<file path="src/rtl/segscan_pkg.sv">
package segscan_pkg;
  typedef enum logic {
    SQ_IDLE  = 1'b0,
    SQ_SHIFT = 1'b1
  } seq_state_e;
endpackage

</file>
<file path="src/rtl/segscan_bank.sv">
// One chain segment: scan mux in front of each flop, clock enable modelled as a hold.
module segscan_bank #(
  parameter int SEG_MAX = 8
) (
  input  logic               clk,
  input  logic               rst_n,
  input  logic               ce,
  input  logic               scan_mode,
  input  logic               si,
  input  logic [SEG_MAX-1:0] func_d,
  output logic [SEG_MAX-1:0] q
);

  logic [SEG_MAX-1:0] q_nxt;

  always_comb begin
    q_nxt = q;
    if (ce) begin
      if (scan_mode) q_nxt = {q[SEG_MAX-2:0], si};
      else           q_nxt = func_d;
    end
  end

  always_ff @(posedge clk or negedge rst_n) begin
    if (!rst_n) q <= '0;
    else        q <= q_nxt;
  end


  capture_load_chk: assert property (@(posedge clk) disable iff (!rst_n)
    (ce && !scan_mode) |=> (q == $past(func_d)));


  gated_hold_chk: assert property (@(posedge clk) disable iff (!rst_n)
    !ce |=> $stable(q));


  shift_entry_chk: assert property (@(posedge clk) disable iff (!rst_n)
    (ce && scan_mode) |=> (q[0] == $past(si)));

endmodule

</file>
<file path="src/rtl/segscan_tap.sv">
// Output multiplexer: picks the exit bit (length-1) of the selected segment.
module segscan_tap #(
  parameter int NUM_SEG = 4,
  parameter int SEG_MAX = 8,
  parameter int LEN_W   = 4,
  parameter int SEL_W   = 2
) (
  input  logic [NUM_SEG*SEG_MAX-1:0] q_flat,
  input  logic [SEL_W-1:0]           sel,
  input  logic [LEN_W-1:0]           len,
  output logic                       so
);

  always_comb begin
    so = 1'b0;
    for (int s = 0; s < NUM_SEG; s++) begin
      if (SEL_W'(s) == sel) begin
        for (int b = 0; b < SEG_MAX; b++) begin
          if (LEN_W'(b + 1) == len) so = q_flat[s*SEG_MAX + b];
        end
      end
    end
  end

endmodule

</file>
<file path="src/rtl/segscan_seq.sv">
// Shift sequencer: walks the segments in order and counts each one's length.
module segscan_seq
  import segscan_pkg::*;
#(
  parameter int NUM_SEG = 4,
  parameter int SEG_MAX = 8,
  parameter int LEN_W   = 4,
  parameter int SEL_W   = 2
) (
  input  logic               clk,
  input  logic               rst_n,
  input  logic               scan_en,
  input  logic               shift_req,
  input  logic [LEN_W-1:0]   seg_len,
  output logic [NUM_SEG-1:0] seg_ce,
  output logic [SEL_W-1:0]   seg_idx,
  output logic [LEN_W-1:0]   len_q,
  output logic               done
);

  localparam logic [SEL_W-1:0] LAST_SEG = SEL_W'(NUM_SEG - 1);
  localparam logic [LEN_W-1:0] FULL_LEN = LEN_W'(SEG_MAX);

  seq_state_e       state, state_nxt;
  logic [SEL_W-1:0] idx_nxt;
  logic [LEN_W-1:0] cnt, cnt_nxt, len_nxt, len_eff;
  logic             done_nxt;

  assign len_eff = ((seg_len == '0) || (seg_len > FULL_LEN)) ? FULL_LEN : seg_len;

  always_comb begin
    state_nxt = state;
    idx_nxt   = seg_idx;
    cnt_nxt   = cnt;
    len_nxt   = len_q;
    done_nxt  = 1'b0;
    if (!scan_en) begin
      state_nxt = SQ_IDLE;
      idx_nxt   = '0;
      cnt_nxt   = '0;
    end else begin
      unique case (state)
        SQ_IDLE: begin
          if (shift_req) begin
            state_nxt = SQ_SHIFT;
            idx_nxt   = '0;
            cnt_nxt   = '0;
            len_nxt   = len_eff;
          end
        end
        SQ_SHIFT: begin
          if (cnt == (len_q - LEN_W'(1))) begin
            cnt_nxt = '0;
            if (seg_idx == LAST_SEG) begin
              state_nxt = SQ_IDLE;
              idx_nxt   = '0;
              done_nxt  = 1'b1;
            end else begin
              idx_nxt = seg_idx + SEL_W'(1);
            end
          end else begin
            cnt_nxt = cnt + LEN_W'(1);
          end
        end
        default: state_nxt = SQ_IDLE;
      endcase
    end
  end

  always_ff @(posedge clk or negedge rst_n) begin
    if (!rst_n) begin
      state   <= SQ_IDLE;
      seg_idx <= '0;
      cnt     <= '0;
      len_q   <= FULL_LEN;
      done    <= 1'b0;
    end else begin
      state   <= state_nxt;
      seg_idx <= idx_nxt;
      cnt     <= cnt_nxt;
      len_q   <= len_nxt;
      done    <= done_nxt;
    end
  end

  always_comb begin
    if (!scan_en) begin
      seg_ce = '1;
    end else begin
      seg_ce = '0;
      for (int s = 0; s < NUM_SEG; s++) begin
        if ((state == SQ_SHIFT) && (SEL_W'(s) == seg_idx)) seg_ce[s] = 1'b1;
      end
    end
  end


  one_active_chk: assert property (@(posedge clk) disable iff (!rst_n)
    scan_en |-> $onehot0(seg_ce));


  done_after_shift_chk: assert property (@(posedge clk) disable iff (!rst_n)
    done |-> ($past(state) == SQ_SHIFT) && (state == SQ_IDLE));


  len_hold_chk: assert property (@(posedge clk) disable iff (!rst_n)
    ((state == SQ_SHIFT) && ($past(state) == SQ_SHIFT)) |-> $stable(len_q));


  cnt_bound_chk: assert property (@(posedge clk) disable iff (!rst_n)
    (state == SQ_SHIFT) |-> (cnt < len_q));


  abort_idle_chk: assert property (@(posedge clk) disable iff (!rst_n)
    !scan_en |=> ((state == SQ_IDLE) && (seg_idx == '0) && !done));

endmodule

</file>
<file path="src/rtl/segscan_ctrl.sv">
module segscan_ctrl #(
  parameter int NUM_SEG = 4,
  parameter int SEG_MAX = 8,
  parameter int LEN_W   = $clog2(SEG_MAX + 1),
  parameter int SEL_W   = (NUM_SEG > 1) ? $clog2(NUM_SEG) : 1,
  parameter int CHAIN_W = NUM_SEG * SEG_MAX
) (
  input  logic               clk,
  input  logic               rst_n,
  input  logic               scan_en,
  input  logic               shift_req,
  input  logic [LEN_W-1:0]   seg_len,
  input  logic               scan_in,
  input  logic [CHAIN_W-1:0] func_d,
  output logic [NUM_SEG-1:0] seg_ce,
  output logic [SEL_W-1:0]   out_sel,
  output logic               scan_out,
  output logic               done,
  output logic [CHAIN_W-1:0] seg_q
);

  logic [LEN_W-1:0] len_q;

  segscan_seq #(
    .NUM_SEG(NUM_SEG), .SEG_MAX(SEG_MAX), .LEN_W(LEN_W), .SEL_W(SEL_W)
  ) u_seq (
    .clk(clk), .rst_n(rst_n), .scan_en(scan_en), .shift_req(shift_req),
    .seg_len(seg_len), .seg_ce(seg_ce), .seg_idx(out_sel), .len_q(len_q),
    .done(done)
  );

  for (genvar g = 0; g < NUM_SEG; g++) begin : g_seg
    segscan_bank #(.SEG_MAX(SEG_MAX)) u_bank (
      .clk(clk), .rst_n(rst_n), .ce(seg_ce[g]), .scan_mode(scan_en),
      .si(scan_in), .func_d(func_d[g*SEG_MAX +: SEG_MAX]),
      .q(seg_q[g*SEG_MAX +: SEG_MAX])
    );
  end

  segscan_tap #(
    .NUM_SEG(NUM_SEG), .SEG_MAX(SEG_MAX), .LEN_W(LEN_W), .SEL_W(SEL_W)
  ) u_tap (
    .q_flat(seg_q), .sel(out_sel), .len(len_q), .so(scan_out)
  );


  reset_quiet_chk: assert property (@(posedge clk) disable iff (!rst_n)
    $rose(rst_n) |-> (!done && (out_sel == '0)));

endmodule

</file>
<file path="config.mk">
export PLATFORM = sky130hd
export DESIGN_NAME = segscan_ctrl
export DESIGN_NICKNAME = d
export VERILOG_FILES = /design/src/rtl/segscan_pkg.sv /design/src/rtl/segscan_bank.sv /design/src/rtl/segscan_tap.sv /design/src/rtl/segscan_seq.sv /design/src/rtl/segscan_ctrl.sv
export SDC_FILE = /design/constraint.sdc
export NUM_CORES = 1
export LEC_CHECK = 0
export CAP_MARGIN = 30
export CORE_MARGIN = 2
export CORE_UTILIZATION = 42
export DETAILED_ROUTE_END_ITERATION = 8
export PLACE_DENSITY = 0.72
export SKIP_CTS_REPAIR_TIMING = 1
export SLEW_MARGIN = 10
export SYNTH_ARGS = -nofsm -noshare
export SYNTH_HDL_FRONTEND = slang
export SYNTH_SLANG_ARGS = --single-unit
</file>
<file path="constraint.sdc">
create_clock -name clk -period 6.6 [get_ports clk]
set_input_delay 1.32 -clock clk [delete_from_list [all_inputs] [get_ports clk]]
set_output_delay 1.32 -clock clk [all_outputs]
set_load 0.1 [all_outputs]
</file>
==> key figures <==
Setup path
  – Slowest stage cell, crit path: clkdlybuf4s50_1
  – Crit path max-delay family: buffers and inverters
  – Cells along the critical path: inv_1 -> ha_1 -> nor2b_2 -> a22oi_1 -> or3_1 -> a221oi_1 -> o31ai_1 -> a31oi_1 -> clkdlybuf4s50_1
  – Crit start category: flop
  – CP Capture Type: output port
  – Reg2Reg Setup Slack: 4.57 ns
  – Req. time, crit path: 5.28 ns
  – Worst path max stage delay: between 1 and 1.5 ns
  – Crit path arrival time: approximately 3.8 ns
  – Type of the worst setup path: reg -> out
  – Crit path buf inv count: 2
  – Crit Path Max Fanout: 13

Pwr
  – P_int: 515 uW
  – Power density over the cells: about 250 nW/um2
  – Seq pwr share: 0.366
  – Net Switching: roughly 410 uW
  – Comb pwr share: 0.435
  – Switching share of power: 0.441
  – Max VDD drop: ~0.00010 V
  – Cell leakage power: ~0.0017 uW
  – Clock power share: 0.199

Floorplan
  – FP Rows: 29
  – Core area: 6420 um2
  – Initial Util: 0.438
  – Die Ht: ~86 um
  – Die area: about 7400 um2
  – Num ports: 81
  – Die width: 85.9 um

STA
  – Relative slew slack: 0.346
  – Final period util: 0.778
  – Fin. Hold Viols: 0
  – Min Clock Period, post-route: approximately 5 ns
  – Final setup skew: about 0.0028 ns
  – Final setup viols: 0
  – Slew Limit Fails: 0
  – FMAX: between 150 and 200 MHz
  – Setup TNS: 0 ns
  – Tightest Pin Transition: 0.978 ns
  – RSZ-0062 raised after global routing: false

Drt
  – First-pass iteration count of the detailed router: 7
  – DRT Wirelength: between 6 and 7 mm
  – DR iter-0 viols: around 150
  – # DRC: 4
  – Via-per-instance ratio: between 5 and 6
  – Via count: 2466
  – DR WL/cell: around 15 um
  – Number of antenna-violating nets in the routed design: 0

Global routing
  – Initial antenna violation count: 0
  – Gr usage total: 0.193
  – First-pass GRT wire length: approximately 11 mm
  – Largest net degree at the start of global routing: between 40 and 50
  – Number of global-route vias before repair: 2413
  – Remaining Overflow, GRT: 0

Place
  – Placed cells: roughly 450
  – RePlAce Congestion: approximately 0.86
  – Dpl hpwl: just over 5 mm
  – I/O Buffers: 80

Synth
  – EDFF count, synth: 0
  – Cell Area, Synth: between 2000 and 3000 um2
  – #FFs+latches synth: between 40 and 50
  – Mapped Cells: roughly 310
  – Synth warnings: 0
  – Yosys cell types: 48
  – Main synth FF type: dfrtp_1
  – Syn nets: around 360
  – Post-synth ARST share: 1.00
  – Sequential fraction of the synthesis area: 0.392
  – Mean post-synth cell area: ~9.0 um2

Clocking
  – Clk pin slew, worst setup/hold paths: approximately 0.080 ns
  – CTS tree: yes
  – Worst-Skew Late Latency: roughly 0.3 ns
  – Clock Sinks: 44
  – CTS root buf: clkbuf_8
  – Cts bufs inserted: 5
  – Clock buffer depth: 2
  – Max H-tree Level: 2

Cells and area
  – P&R area growth vs syn: 32.1%
  – Layout Nets: between 400 and 500
  – Commonest cells after routing, fill and taps aside: clkdlybuf4s50_1, dfrtp_1, mux2i_1
  – Layout cells sized above 1: 0.0422
  – Finished Layout Cells: 456
  – Antenna fix cells: 0
  – Post-layout util: 0.579
  – Most common cell after layout, fill and taps aside: clkdlybuf4s50_1

Run
  – Maxcap violations: 0

Worst hold path
  – Worst hold path class: reg -> reg

Run status
  – Status: complete, but fails checks
  – Failing checks: design-rule violations
-- Yosys cell counts (5+ instances only) --
cell      count  area share
a211oi_1      6       0.016
a21oi_1      32       0.057
a31oi_1       6       0.013
buf_2         5      0.0089
clkbuf_1     11       0.015
dfrtp_1      43        0.38
ha_1         10       0.044
inv_1        15       0.020
mux2i_1      34        0.12
nand2_1      27       0.036
nand2b_1      7       0.016
nor2_1       32       0.043
nor2b_1       6       0.013
o21ai_0      18       0.032
xnor2_1       7       0.022
-- power by group through the flow --
stage,sequential [uW],combinational [uW],clock (uW)
5_1_grt,342,426,199
3_5_place_dp,342,399,0
4_1_cts,337,400,189
2_1_floorplan,474,162,0
3_3_place_gp,342,396,0
6_report,337,401,183
-- state kept, by name, indices dropped and copies added (netlist names) --
signal	cells
u_seq.done	1
u_seq.state	1
u_seq.seg_idx	2
u_seq.len_q	4
u_seq.cnt	4
g_seg.u_bank.q	32
-- stage by stage --
step | worst slack, ns | hold slack (ns) | area (um2) | total power [uW]
6_report | 1.47 | 0.541 | 3720 | 921
5_1_grt | 1.24 | 0.590 | 3720 | 967
4_1_cts | 1.47 | 0.537 | 3690 | 926
3_5_place_dp | 1.81 | 0.525 | 3590 | 742
3_3_place_gp | 1.92 | 0.519 | 3590 | 738
2_1_floorplan | 1.86 | 0.491 | 2810 | 636
-- path summary, 6_finish.rpt --
kind,from,to,cells after the start
max,u_seq.len_q[0],scan_out,9
min reg2reg,u_seq.cnt[2],u_seq.cnt[2],1
max in group asynchronous,rst_n,g_seg[2].u_bank.q[3],2
min,u_seq.cnt[2],u_seq.cnt[2],1
max reg2reg,u_seq.len_q[3],u_seq.cnt[2],6
min in group asynchronous,rst_n,g_seg[3].u_bank.q[5],1
-- worst register-to-register path, delay by kind of cell (launching register included) --
family | cells | cell delay [ns]
compound gates | 2 | 0.23
xor+xnor | 2 | 0.31
flops | 1 | 0.73
simple gates | 2 | 0.64
-- kinds of logic after synthesis --
kind of cell    synth area share
xor+xnor                  0.0218
buf+inv                   0.0636
flops                      0.392
mux                        0.121
fa+ha+maj                 0.0445
compound gates             0.198
simple gates               0.159
-- layer usage --
metal  part of all wire  vias up  GRT usage
li1                   -     1243          -
met1               0.46     1152      0.260
met2               0.47       64      0.317
met3              0.049        7     0.0385
met4              0.012        0     0.0534
met5                  0        -          0
-- cell type report --
type                            count  area [um2]
Clock buffer                        7        96.3
Inverter                           15        56.3
Multi-Input combinational cell    230        1530
Sequential cell                    44        1100
Timing Repair Buffer               83         833
Fill cell                         590        2710
Tap cell                           77        96.3
No activity file was read; power rests on OpenSTA's default activity.
